===== config.mk =====
export PLATFORM = sky130hd
export DESIGN_NAME = cfg_osc_dispatch
export DESIGN_NICKNAME = d
export VERILOG_FILES = /design/src/rtl/cfg_osc_pkg.sv /design/src/rtl/cfg_word_split.sv /design/src/rtl/osc_bank.sv /design/src/rtl/cfg_status.sv /design/src/rtl/cfg_osc_dispatch.sv
export SDC_FILE = /design/constraint.sdc
export NUM_CORES = 1
export LEC_CHECK = 0
export BUFFER_PORTS_ARGS = -buffer_cell sky130_fd_sc_hd__buf_2
export CORE_MARGIN = 10
export CORE_UTILIZATION = 56
export CTS_BUF_LIST = sky130_fd_sc_hd__clkbuf_8 sky130_fd_sc_hd__clkbuf_16
export DETAILED_ROUTE_END_ITERATION = 12
export PLACE_DENSITY = 0.78
export SYNTH_ARGS = -nofsm -noshare
export SYNTH_HDL_FRONTEND = slang
export SYNTH_SLANG_ARGS = --single-unit

===== constraint.sdc =====
create_clock -name clk -period 2.17 [get_ports clk]
set_input_delay 0.434 -clock clk [delete_from_list [all_inputs] [get_ports clk]]
set_output_delay 0.434 -clock clk [all_outputs]
set_load 0.005 [all_outputs]

===== src/rtl/cfg_osc_pkg.sv =====
package cfg_osc_pkg;

  localparam int WORD_W    = 32;
  localparam int KEY_W     = 30;
  localparam int BIT_START = 31;
  localparam int BIT_WR    = 30;

  localparam int DEV_LSB  = 0;
  localparam int POS_LSB  = 12;
  localparam int SITE_LSB = 16;
  localparam int FUNC_LSB = 20;
  localparam int DCC_LSB  = 26;

  localparam int FUNC_OSC = 1;

  localparam logic [1:0] OFF_DATA = 2'd0;
  localparam logic [1:0] OFF_CTRL = 2'd1;
  localparam logic [1:0] OFF_STAT = 2'd2;

  localparam int DEFAULT_OSC_COUNT = 9;

  // Assemble the 30-bit target key from its fields.
  function automatic logic [KEY_W-1:0] make_key(input int dcc, input int fn,
                                                input int site, input int pos,
                                                input int dev);
    logic [KEY_W-1:0] k;
    k = '0;
    k[DEV_LSB  +: 12] = dev[11:0];
    k[POS_LSB  +: 4]  = pos[3:0];
    k[SITE_LSB +: 2]  = site[1:0];
    k[FUNC_LSB +: 6]  = fn[5:0];
    k[DCC_LSB  +: 4]  = dcc[3:0];
    return k;
  endfunction

  function automatic int osc_site(input int idx);
    return (idx < 3) ? 0 : 1;
  endfunction

  function automatic int osc_dev(input int idx);
    case (idx)
      0: return 0;
      1: return 1;
      2: return 2;
      3: return 0;
      4: return 4;
      5: return 5;
      6: return 6;
      7: return 7;
      8: return 8;
      default: return 4095;
    endcase
  endfunction

  function automatic logic [WORD_W-1:0] osc_reset_hz(input int idx);
    case (idx)
      0, 1:    return 32'd25_000_000;
      2:       return 32'd24_000_000;
      3, 5:    return 32'd50_000_000;
      6:       return 32'd35_000_000;
      4, 7, 8: return 32'd40_000_000;
      default: return 32'd1_000_000;
    endcase
  endfunction

endpackage


===== src/rtl/cfg_word_split.sv =====
module cfg_word_split
  import cfg_osc_pkg::*;
(
  input  logic [WORD_W-1:0] word,
  output logic              start,
  output logic              is_write,
  output logic [KEY_W-1:0]  key
);
  assign start    = word[BIT_START];
  assign is_write = word[BIT_WR];
  assign key      = word[KEY_W-1:0];
endmodule


===== src/rtl/osc_bank.sv =====
module osc_bank
  import cfg_osc_pkg::*;
#(
  parameter int N_OSC = DEFAULT_OSC_COUNT
) (
  input  logic              clk,
  input  logic              rst_n,
  input  logic [KEY_W-1:0]  key,
  input  logic              go,
  input  logic              is_write,
  input  logic [WORD_W-1:0] wr_hz,
  output logic              hit,
  output logic              zero_reject,
  output logic [WORD_W-1:0] rd_hz
);
  logic [N_OSC-1:0]  match;
  logic [WORD_W-1:0] hz_q [N_OSC];
  logic              wr_ok;

  assign wr_ok = go && is_write && (wr_hz != '0);

  for (genvar i = 0; i < N_OSC; i++) begin : g_osc
    localparam logic [KEY_W-1:0] MY_KEY =
      make_key(0, FUNC_OSC, osc_site(i), 0, osc_dev(i));
    localparam logic [WORD_W-1:0] MY_RST = osc_reset_hz(i);

    assign match[i] = (key == MY_KEY);

    always_ff @(posedge clk or negedge rst_n) begin
      if (!rst_n)                  hz_q[i] <= MY_RST;
      else if (wr_ok && match[i])  hz_q[i] <= wr_hz;
    end
  end

  assign hit         = |match;
  assign zero_reject = go && is_write && (wr_hz == '0);

  always_comb begin
    rd_hz = '0;
    for (int j = 0; j < N_OSC; j++) begin
      if (match[j]) rd_hz = rd_hz | hz_q[j];
    end
  end
endmodule


===== src/rtl/cfg_status.sv =====
module cfg_status (
  input  logic clk,
  input  logic rst_n,
  input  logic clr,
  input  logic set_done,
  input  logic set_err,
  output logic done,
  output logic err
);
  always_ff @(posedge clk or negedge rst_n) begin
    if (!rst_n) begin
      done <= 1'b0;
      err  <= 1'b0;
    end else if (clr) begin
      done <= 1'b0;
      err  <= 1'b0;
    end else begin
      if (set_done) done <= 1'b1;
      if (set_err)  err  <= 1'b1;
    end
  end
endmodule


===== src/rtl/cfg_osc_dispatch.sv =====
module cfg_osc_dispatch
  import cfg_osc_pkg::*;
#(
  parameter int N_OSC  = DEFAULT_OSC_COUNT,
  parameter int ADDR_W = 2
) (
  input  logic              clk,
  input  logic              rst_n,
  input  logic [ADDR_W-1:0] bus_addr,
  input  logic              bus_we,
  input  logic [31:0]       bus_wdata,
  output logic [31:0]       bus_rdata
);
  logic [WORD_W-1:0] data_q;
  logic [WORD_W-1:0] ctrl_q;
  logic              go_q;
  logic              stat_done;
  logic              stat_err;

  logic              data_sel;
  logic              ctrl_sel;
  logic              req_start;
  logic              req_wr;
  logic [KEY_W-1:0]  req_key;
  logic              hit;
  logic              zero_reject;
  logic [WORD_W-1:0] rd_hz;

  assign data_sel = bus_we && (bus_addr == ADDR_W'(OFF_DATA));
  assign ctrl_sel = bus_we && (bus_addr == ADDR_W'(OFF_CTRL));

  cfg_word_split u_split (
    .word     (ctrl_q),
    .start    (req_start),
    .is_write (req_wr),
    .key      (req_key)
  );

  // The transfer runs one edge after the started control write.
  always_ff @(posedge clk or negedge rst_n) begin
    if (!rst_n) begin
      ctrl_q <= '0;
      go_q   <= 1'b0;
    end else begin
      go_q <= ctrl_sel && bus_wdata[BIT_START];
      if (ctrl_sel) ctrl_q <= bus_wdata;
    end
  end

  osc_bank #(.N_OSC(N_OSC)) u_bank (
    .clk         (clk),
    .rst_n       (rst_n),
    .key         (req_key),
    .go          (go_q && req_start && hit),
    .is_write    (req_wr),
    .wr_hz       (data_q),
    .hit         (hit),
    .zero_reject (zero_reject),
    .rd_hz       (rd_hz)
  );

  always_ff @(posedge clk or negedge rst_n) begin
    if (!rst_n)                        data_q <= '0;
    else if (go_q && hit && !req_wr)   data_q <= rd_hz;
    else if (data_sel)                 data_q <= bus_wdata;
  end

  cfg_status u_stat (
    .clk      (clk),
    .rst_n    (rst_n),
    .clr      (ctrl_sel),
    .set_done (go_q),
    .set_err  (go_q && (!hit || zero_reject)),
    .done     (stat_done),
    .err      (stat_err)
  );

  always_comb begin
    case (bus_addr)
      ADDR_W'(OFF_DATA): bus_rdata = data_q;
      ADDR_W'(OFF_CTRL): bus_rdata = ctrl_q;
      ADDR_W'(OFF_STAT): bus_rdata = {30'd0, stat_err, stat_done};
      default:           bus_rdata = '0;
    endcase
  end
endmodule


==> metrics.txt <==
status=finished, violations left; failing checks=setup timing; Clock Sinks=between 300 and 400; hpwl dp=approximately 32,000 um; final WL=between 50,000 and 60,000 um; Yosys cell types=54; Max Clk Rate=~0.4 GHz; Synth Net Count=1,348; TritonRoute pass-1 iters=6; via count=12,600; ratio of cells with drive above 1 in the final layout=54.7%; Clock Skew=between 0.015 and 0.02 ns; area leader, netlist=dfrtp_1; pre-CTS setup slack=-0.311 ns; CTS tree=built; critical path class=reg2reg; startpoint types=flop; count leader, synth=dfrtp_1; Die X=between 150 and 200 um; IO buf count=68; met3 global-route usage=under 10%; relative max-transition margin=52.4%; met2 Use GR=roughly 40%; Hold Vio Cnt, Final=0; DRC viols=0; max capacitance violation total=0; Die Ht=slightly below 200 um; YS warnings=0; Antenna Nets Post-Route=0; CP Capture Type=flop; DP Area=0.0192 sq mm; Total GRT Usage=26.0%; Register Area=~0.0090 sq mm; biggest cell delay along the critical path=a little over 0.4 ns; slowest CP cell=dfrtp_1; largest net degree at the start of global routing=73; post-synth top area share=~38%; DIE AREA=0.0388 sq mm; initial core utilization=57.1%; sequential area share after synthesis=about half; GR Util met1=approximately a third; fill count=about 1,900; clock buffer depth=3; maximum vdd ir drop=between 0.5 and 0.6 mV; Critical Path, Cell by Cell=nor4_2, buf_4, nand4_1, o211ai_4, buf_6, nand2b_4, buf_12, mux2_2; Final Setup Violations=between 300 and 400; initial antenna violation count=1; Worst Slack Setup Final=-0.341 ns; CTS root buf=clkbuf_16; Worst-Skew Late Latency=approximately 0.53 ns; Post-synth EDFFs=0; Max FO, Critical Path=8; gr busiest metal=met2; Slew @ Worst Pin=0.714 ns; fin. max-slew vios=0; multi-input logic area=~0.0084 sq mm; vias per std cell=between 6 and 7; synth top area cells=dfrtp_1, mux2_2, dfstp_2; crit path DAT=~2.9 ns; synthesis-to-layout area growth=24.2%; vias in the first global route=~13,000; static leakage=0.0105 uW; Min Clock Period, post-route=between 2 and 3 ns; Worst-path clk slew=around 0.07 ns; synthesized flop and latch total=355; Critical Path RT=2.58 ns; Post-synth top cells=dfrtp_1, mux2_2, mux2i_1, dfstp_2, mux2_4; H-tree depth=2; Finished Cell Area=0.0218 sq mm; total gr overflow=0; Ports=69; placer's final routability congestion estimate=between 0.9 and 1; RSZ-0062 raised after global routing=yes; NumNets Final=approximately 1,500; cts bufs inserted=37; PwrDens=~760 mW/mm^2; Async S/R FF share, synth=100%; 1st-iter DRT viols=around 1,400; # rows=64; Mean Syn Cell Area=13.4 sq um; Core ar.=just over 0.03 sq mm; diode count=0; DR WL/cell=~29 um; final worst path period share=116%; Post-Synthesis Cells=between 1,000 and 1,500; ys flop type=dfrtp_1; first-pass GRT wire length=approximately 78,000 um; Hold WC Path Type=in2reg; Netlist Area Pre-Place=around 0.018 sq mm; worst hold slack=around 0.16 ns
metal layers:
metal,share of wire (%),vias up
met3,9.9,165
met2,47,752
met4,3.3,0
li1,-,5124
met1,40,6520
met5,0,-
final cells by class:
| class | instances | area share, % |
|---|---|---|
| timing repair buffer | 270 | 12.3 |
| multi-input combinational | 819 | 38.5 |
| inverter | 3 | 0.0517 |
| clock buffer | 46 | 4.92 |
| clock inverter | 21 | 0.660 |
| tap | 396 | 2.27 |
| sequential | 355 | 41.3 |
worst paths after layout:
check                                start                to  slack [ns]  cells after the start
min                          bus_wdata[26]        ctrl_q[26]        0.16                      2
max reg2reg                     data_q[12]  u_bank.hz_q[285]       -0.34                      8
min reg2reg                u_bank.hz_q[51]   u_bank.hz_q[51]        0.49                      1
max in group asynchronous            rst_n  u_bank.hz_q[272]        0.92                      3
max                             data_q[12]  u_bank.hz_q[285]       -0.34                      8
min in group asynchronous            rst_n  u_bank.hz_q[223]        0.45                      2
power breakdown:
part	internal (uW)	switching [uW]
sequential	6870	278
combinational	1300	1860
clock	3730	2640
total	11900	4770
critical path, delay by kind of cell (launching register included):
family | cells | cell delay (ns)
compound gates | 1 | 0.34
simple gates | 3 | 0.76
buf+inv | 3 | 0.53
mux | 1 | 0.35
flops | 1 | 0.41
flip-flops by register name (all words and copies together) (netlist names):
register	flops
u_bank.hz_q	288
ctrl_q	32
data_q	32
go_q	1
u_stat.done	1
u_stat.err	1
kinds of logic (layout without fill, tap and decap cells):
group                  after synthesis  after routing  share of synthesized area, %
AND/OR/NAND/NOR                    217            217                          7.04
flip-flops                         355            355                          51.3
multiplexers                       456            456                          30.6
AO/OA/AOI/OAI                      146            146                          5.92
buffers and inverters              137            340                          5.14
what timing repair did:
item / 4_1_cts / 5_1_grt
endpoints found under the setup margin: 322 / 323
gates cloned: 5 / 8
pin swaps: 10 / 8
setup buffers: 8 / 22
gates resized for setup: 110 / 98
hold endpoints to repair: 37 / 0
hold buffers: 1 / 0
cell usage in the layout, fill, tap and decap left out, types with 8 or more instances in the layout:
cell type,Yosys,layout
buf_12,6,41
inv_1,3,15
a21oi_1,15,11
nand3_1,24,24
mux4_2,13,13
dfrtp_1,264,260
nand2_4,0,12
and3b_1,23,23
mux2i_1,104,103
nor4_2,4,9
o21ai_0,59,51
buf_2,55,67
nand2_1,56,40
nand3b_1,21,21
o21ai_2,0,14
dfstp_2,91,91
mux2_2,251,169
mux2_1,28,22
clkbuf_16,0,48
nand4_1,14,14
o2bb2ai_1,17,17
a221oi_1,19,17
buf_4,1,137
buf_6,15,8
nor2_1,36,35
mux2_4,60,148
metrics by stage:
stage               cells  util, %  TNS [ns]  total power, uW
global route         1910     70.9    -82.62            17100
finish               1910     70.9    -77.70            16700
CTS                  1881     68.5    -45.93            16200
global placement     1801     62.4    -41.61             9780
detailed placement   1801     62.4    -60.85             9830
floorplan            1311        -         0             8520
(Power assumes the default switching activity.)
